===== config.mk =====
export PLATFORM = sky130hd
export DESIGN_NAME = trap_return_unit
export DESIGN_NICKNAME = d
export VERILOG_FILES = /design/src/rtl/trp_pkg.sv /design/src/rtl/trp_legality.sv /design/src/rtl/trp_sret_xform.sv /design/src/rtl/trp_mret_xform.sv /design/src/rtl/trap_return_unit.sv
export SDC_FILE = /design/constraint.sdc
export NUM_CORES = 1
export LEC_CHECK = 0
export BUFFER_PORTS_ARGS = -buffer_cell sky130_fd_sc_hd__buf_2
export CAP_MARGIN = 40
export CORE_MARGIN = 8
export CORE_UTILIZATION = 49
export CTS_CLUSTER_DIAMETER = 40
export CTS_CLUSTER_SIZE = 30
export DETAILED_ROUTE_END_ITERATION = 8
export PLACE_DENSITY = 0.83
export SKIP_CTS_REPAIR_TIMING = 1
export SYNTH_ARGS = -nofsm -noshare
export SYNTH_HDL_FRONTEND = slang
export SYNTH_SLANG_ARGS = --single-unit

===== constraint.sdc =====
create_clock -name clk -period 2.4 [get_ports clk]
set_input_delay 0.24 -clock clk [delete_from_list [all_inputs] [get_ports clk]]
set_output_delay 0.24 -clock clk [all_outputs]
set_load 0.01 [all_outputs]

===== src/rtl/trp_pkg.sv =====
package trp_pkg;

  localparam int PRIV_W  = 2;
  localparam int CAUSE_W = 5;

  localparam logic [PRIV_W-1:0] PRIV_U = 2'd0;
  localparam logic [PRIV_W-1:0] PRIV_S = 2'd1;
  localparam logic [PRIV_W-1:0] PRIV_M = 2'd3;

  localparam logic [CAUSE_W-1:0] CAUSE_MISALIGN = 5'd0;
  localparam logic [CAUSE_W-1:0] CAUSE_ILLEGAL  = 5'd2;
  localparam logic [CAUSE_W-1:0] CAUSE_VIRT     = 5'd22;

  typedef struct packed {
    logic              sie;
    logic              spie;
    logic              spp;
    logic              mie;
    logic              mpie;
    logic [PRIV_W-1:0] mpp;
    logic              mpv;
    logic              spv;
    logic [PRIV_W-1:0] priv;
    logic              virt;
  } trp_state_t;

  function automatic logic target_misaligned(input logic bit1, input logic rvc_on);
    return bit1 & ~rvc_on;
  endfunction

  function automatic logic enters_virt(input logic old_virt, input logic new_virt);
    return new_virt & ~old_virt;
  endfunction

endpackage


===== src/rtl/trp_legality.sv =====
module trp_legality
  import trp_pkg::*;
(
  input  logic               is_mret,
  input  logic [PRIV_W-1:0]  priv,
  input  logic               virt,
  input  logic               hyp,
  input  logic               pmp_on,
  input  logic               misal,
  input  logic               tsr,
  input  logic               vtsr,
  input  logic [PRIV_W-1:0]  mpp,
  output logic               exc,
  output logic [CAUSE_W-1:0] cause
);

  always_comb begin
    exc   = 1'b0;
    cause = CAUSE_MISALIGN;
    if (is_mret) begin
      if (priv != PRIV_M) begin
        exc = 1'b1; cause = CAUSE_ILLEGAL;
      end else if (misal) begin
        exc = 1'b1; cause = CAUSE_MISALIGN;
      end else if (!pmp_on && mpp != PRIV_M) begin
        exc = 1'b1; cause = CAUSE_ILLEGAL;
      end
    end else begin
      if (priv < PRIV_S) begin
        exc = 1'b1; cause = CAUSE_ILLEGAL;
      end else if (misal) begin
        exc = 1'b1; cause = CAUSE_MISALIGN;
      end else if (tsr && priv != PRIV_M) begin
        exc = 1'b1; cause = CAUSE_ILLEGAL;
      end else if (hyp && virt && vtsr) begin
        exc = 1'b1; cause = CAUSE_VIRT;
      end
    end
  end

endmodule


===== src/rtl/trp_sret_xform.sv =====
module trp_sret_xform
  import trp_pkg::*;
(
  input  trp_state_t cur,
  input  logic       hyp,
  output trp_state_t nxt
);

  always_comb begin
    nxt      = cur;
    nxt.sie  = cur.spie;
    nxt.spie = 1'b1;
    nxt.spp  = 1'b0;
    nxt.priv = {1'b0, cur.spp};
    if (hyp && !cur.virt) begin
      nxt.virt = cur.spv;
      nxt.spv  = 1'b0;
    end
  end

endmodule


===== src/rtl/trp_mret_xform.sv =====
module trp_mret_xform
  import trp_pkg::*;
(
  input  trp_state_t cur,
  input  logic       hyp,
  output trp_state_t nxt
);

  always_comb begin
    nxt      = cur;
    nxt.mie  = cur.mpie;
    nxt.mpie = 1'b1;
    nxt.mpp  = PRIV_U;
    nxt.mpv  = 1'b0;
    nxt.priv = cur.mpp;
    if (hyp) nxt.virt = cur.mpv;
  end

endmodule


===== src/rtl/trap_return_unit.sv =====
module trap_return_unit
  import trp_pkg::*;
(
  input  logic               clk,
  input  logic               rst_n,
  input  logic               req,
  input  logic               req_mret,
  input  logic [PRIV_W-1:0]  cur_priv,
  input  logic               cur_virt,
  input  logic               hyp_present,
  input  logic               pmp_active,
  input  logic               rvc_enabled,
  input  logic               tgt_bit1,
  input  logic               st_tsr,
  input  logic               st_sie,
  input  logic               st_spie,
  input  logic               st_spp,
  input  logic               st_mie,
  input  logic               st_mpie,
  input  logic [PRIV_W-1:0]  st_mpp,
  input  logic               st_mpv,
  input  logic               hs_spv,
  input  logic               hs_vtsr,
  output logic               done,
  output logic               exc_valid,
  output logic [CAUSE_W-1:0] exc_cause,
  output logic               nx_sie,
  output logic               nx_spie,
  output logic               nx_spp,
  output logic               nx_mie,
  output logic               nx_mpie,
  output logic [PRIV_W-1:0]  nx_mpp,
  output logic               nx_mpv,
  output logic               nx_spv,
  output logic [PRIV_W-1:0]  nx_priv,
  output logic               nx_virt,
  output logic               bank_swap
);

  trp_state_t         cur_st, sret_st, mret_st, sel_st, state_q;
  logic               misal_w;
  logic               exc_w;
  logic [CAUSE_W-1:0] cause_w;
  logic               swap_w;

  assign cur_st = '{sie: st_sie, spie: st_spie, spp: st_spp, mie: st_mie,
                    mpie: st_mpie, mpp: st_mpp, mpv: st_mpv, spv: hs_spv,
                    priv: cur_priv, virt: cur_virt};

  assign misal_w = target_misaligned(tgt_bit1, rvc_enabled);

  trp_legality u_legal (
    .is_mret (req_mret),
    .priv    (cur_priv),
    .virt    (cur_virt),
    .hyp     (hyp_present),
    .pmp_on  (pmp_active),
    .misal   (misal_w),
    .tsr     (st_tsr),
    .vtsr    (hs_vtsr),
    .mpp     (st_mpp),
    .exc     (exc_w),
    .cause   (cause_w)
  );

  trp_sret_xform u_sret (.cur(cur_st), .hyp(hyp_present), .nxt(sret_st));
  trp_mret_xform u_mret (.cur(cur_st), .hyp(hyp_present), .nxt(mret_st));

  always_comb begin
    if (exc_w)         sel_st = cur_st;
    else if (req_mret) sel_st = mret_st;
    else               sel_st = sret_st;
  end

  assign swap_w = ~exc_w & enters_virt(cur_virt, sel_st.virt);

  always_ff @(posedge clk or negedge rst_n) begin
    if (!rst_n) begin
      state_q      <= '0;
      state_q.priv <= PRIV_M;
      done         <= 1'b0;
      exc_valid    <= 1'b0;
      exc_cause    <= '0;
      bank_swap    <= 1'b0;
    end else if (req) begin
      state_q   <= sel_st;
      done      <= ~exc_w;
      exc_valid <= exc_w;
      bank_swap <= swap_w;
      if (exc_w) exc_cause <= cause_w;
    end else begin
      done      <= 1'b0;
      exc_valid <= 1'b0;
      bank_swap <= 1'b0;
    end
  end

  assign nx_sie  = state_q.sie;
  assign nx_spie = state_q.spie;
  assign nx_spp  = state_q.spp;
  assign nx_mie  = state_q.mie;
  assign nx_mpie = state_q.mpie;
  assign nx_mpp  = state_q.mpp;
  assign nx_mpv  = state_q.mpv;
  assign nx_spv  = state_q.spv;
  assign nx_priv = state_q.priv;
  assign nx_virt = state_q.virt;

endmodule


==> results.py <==
metrics = {
    "outcome": {
        "status": "finished, final reports clean",
    },
    "power_and_ir_drop": {
        "ir_drop_mv": 0.3512,
        "power_density_nw_per_um2": 555.0,
        "pwr-share-clk_pct": 23.8,
        "p_sw_share_pct": 30.95,
        "seqPwrFrac_pct": 51.1,
        "combPwrFrac_pct": 25.1,
        "power.internal_mw": 0.4474,
        "leakage_nw": 0.5952,
        "power_switching_mw": 0.2005,
    },
    "sta": {
        "post-route-period-util_pct": 50.16,
        "slew_violations": 0,
        "hold_viol": 0,
        "tns_ps": 0,
        "fmax_ghz": 0.8306,
        "rsz0062_at_grt": "false",
        "period_needed_ps": 1204,
        "finalSetupViolCount": 0,
        "finClkSkew_ps": 0,
    },
    "place": {
        "hpwlAfterDp_um": 1859,
        "gp_congestion": 0.7999,
        "dp_cells": 155,
        "port-buffer-count": 39,
        "placed_area_um2": 1130,
    },
    "hold_path": {
        "hp-class": "primary input to flop",
        "hold_depth": 3,
    },
    "yosys": {
        "dominantRegCellSynth": "dfrtp_1",
        "post-synth-top-area-cell": "dfrtp_1",
        "yosysWarnings": 0,
        "postSynthAreaPerCell_um2": 9.723,
        "yosysTopAreaCellShare_pct": 40.21,
        "synthArstFlopShare_pct": 100.0,
        "synth.area.top_cells": "dfrtp_1 40%, dfstp_2 5.6%, inv_1 4.8%, a21oi_1 3.8%, nor3_4 3.5%",
        "netlist_instances": 96,
        "syn_area_um2": 933.4,
        "seq_area_frac_synth_pct": 45.84,
        "synth.distinct_cells": 32,
        "ys_ff_latch": 17,
        "synth-edff-count": 0,
    },
    "flow_run": {
        "maxCapViolations": 0,
    },
    "clock_tree": {
        "cts_sinks": 17,
        "numCtsBuffers": 3,
        "tritoncts": "yes",
        "insertion_delay_ps": 290,
        "htreeDepth": 1,
        "root_buffer": "clkbuf_4",
        "cts_buffer_depth": 2,
        "clkTransAtPathRegs_ps": 100,
    },
    "layout": {
        "seq_area_um2": 427.9,
        "final_common_cell": "buf_2",
        "layout.cells.non_filler": 160,
        "layout-drive-gt1-share_pct": 45.19,
        "antenna_cells": 0,
        "final_util_pct": 66.17,
        "fill_cells": 159,
        "multi_input_area_um2": 430.4,
        "layout_common_cells": "39 x buf_2, 15 x dfrtp_1, 12 x inv_1, 8 x nor2_1, 7 x a21oi_1",
        "area_delta_synth_final_pct": 25.07,
        "stdcell_area_um2": 1167,
        "nets": 158,
    },
    "worst_setup_path": {
        "slowest_delay_ps": 550,
        "cp.buffers_inverters": 1,
        "path_class": "flop to output pin",
        "reg2reg_slack_ps": 1550,
        "reg2regPathDepth": 2,
        "cp_top_family": "flip-flops",
        "crit_cells": 1,
        "cp-end-kind": "output pin",
        "cp-start-kind": "flop",
        "crit_arrival_ps": 960,
        "path_cells": "buf_2",
        "critPathRequiredTime_ps": 2160,
        "cp_slowest_cell": "dfstp_2",
        "cp_max_fo": 2,
    },
    "grt": {
        "grt_pass1_wl_um": 3712,
        "antenna_found_initial": 0,
        "grt_max_degree": 30,
        "grt_use_total_pct": 13.16,
        "grt_pass1_vias": 863,
        "overflow": 0,
    },
    "drt": {
        "num_vias": 803,
        "vias_per_cell": 5.019,
        "drt_first_pass_iters": 4,
        "ant_nets": 0,
        "routedWlPerCell_um": 14.54,
        "drtIter0Drc": 18,
        "drt_wl_total_um": 2327,
        "drc": 0,
    },
    "floorplanning": {
        "start_util_pct": 52.91,
        "io_pins": 42,
        "rows": 15,
        "dieHeight_um": 59.65,
        "die_w_um": 59.65,
        "core_area_um2": 1764,
        "dieArea_um2": 3558,
    },
}
[power groups by stage]
| stage | clock network, mW | registers, mW | logic (mW) |
|---|---|---|---|
| finish | 0.154 | 0.331 | 0.163 |
| global route | 0.174 | 0.333 | 0.181 |
| CTS | 0.157 | 0.331 | 0.164 |
| detailed placement | 0 | 0.336 | 0.163 |
| global placement | 0 | 0.335 | 0.158 |
| floorplan | 0 | 0.351 | 0.0766 |
[worst register-to-register path, stage by stage (launching register included)]
cell and delay [ps]:
dfstp_2 550, inv_1 40, o221ai_1 180
[stage by stage]
stage	power [mW]	hold slack (ps)	setup slack, ps
detailed placement	0.4988	182.7	999.4
floorplan	0.4275	-55.59	1202
global placement	0.4933	172.5	997.9
CTS	0.6516	-138.3	1195
global route	0.6878	211.0	1158
finish	0.6479	204.1	1196
[logic make-up after synthesis]
| group | count (synthesis) | share of synthesized area [%] |
|---|---|---|
| AOI/OAI and AO/OA | 24 | 17.16 |
| adders and majority gates | 2 | 2.413 |
| buffers and inverters | 18 | 8.444 |
| DFF | 17 | 45.84 |
| muxes | 4 | 4.424 |
| other | 1 | 0.4018 |
| and+or+nand+nor | 30 | 21.31 |
[routing by layer]
layer | share of wire (%) | up-vias | GRT usage (%) | wire length (um)
met5 | 0 | - | 0 | 0
met4 | 0.39 | 0 | 3.401 | 9
met3 | 9.2 | 2 | 5.423 | 215
li1 | - | 404 | - | -
met2 | 46 | 30 | 20.77 | 1081
met1 | 44 | 367 | 16.01 | 1021
[worst paths after layout]
| path | startpoint | to |
|---|---|---|
| max | nx_priv[0] | nx_priv[0] |
| min | st_mpv | nx_mpv |
| max reg2reg | nx_priv[0] | nx_priv[0] |
| min reg2reg | nx_priv[1] | nx_priv[1] |
| max in group asynchronous | rst_n | nx_priv[0] |
| min in group asynchronous | rst_n | exc_cause[2] |
[final cells by class]
type | instances | share of cell area [%]
multi-input cells | 62 | 36.87
flip-flops and latches | 17 | 36.66
repair buffers | 40 | 17.58
inverters | 12 | 3.859
well taps | 25 | 2.680
clock buffers | 3 | 1.929
clock inverters | 1 | 0.4287
[synthesized netlist by cell type (2+ instances only)]
library cell  count
nand2_1           5
clkbuf_1          2
inv_1            12
a21oi_2           2
mux2i_1           3
dfstp_2           2
and3_4            2
dfrtp_1          15
o21ai_0           5
a21oi_1           7
buf_4             3
nor2b_2           2
nor3_4            2
nand3_1           6
nor2_1            8
maj3_2            2
a31oi_1           3
(Power assumes the default switching activity.)
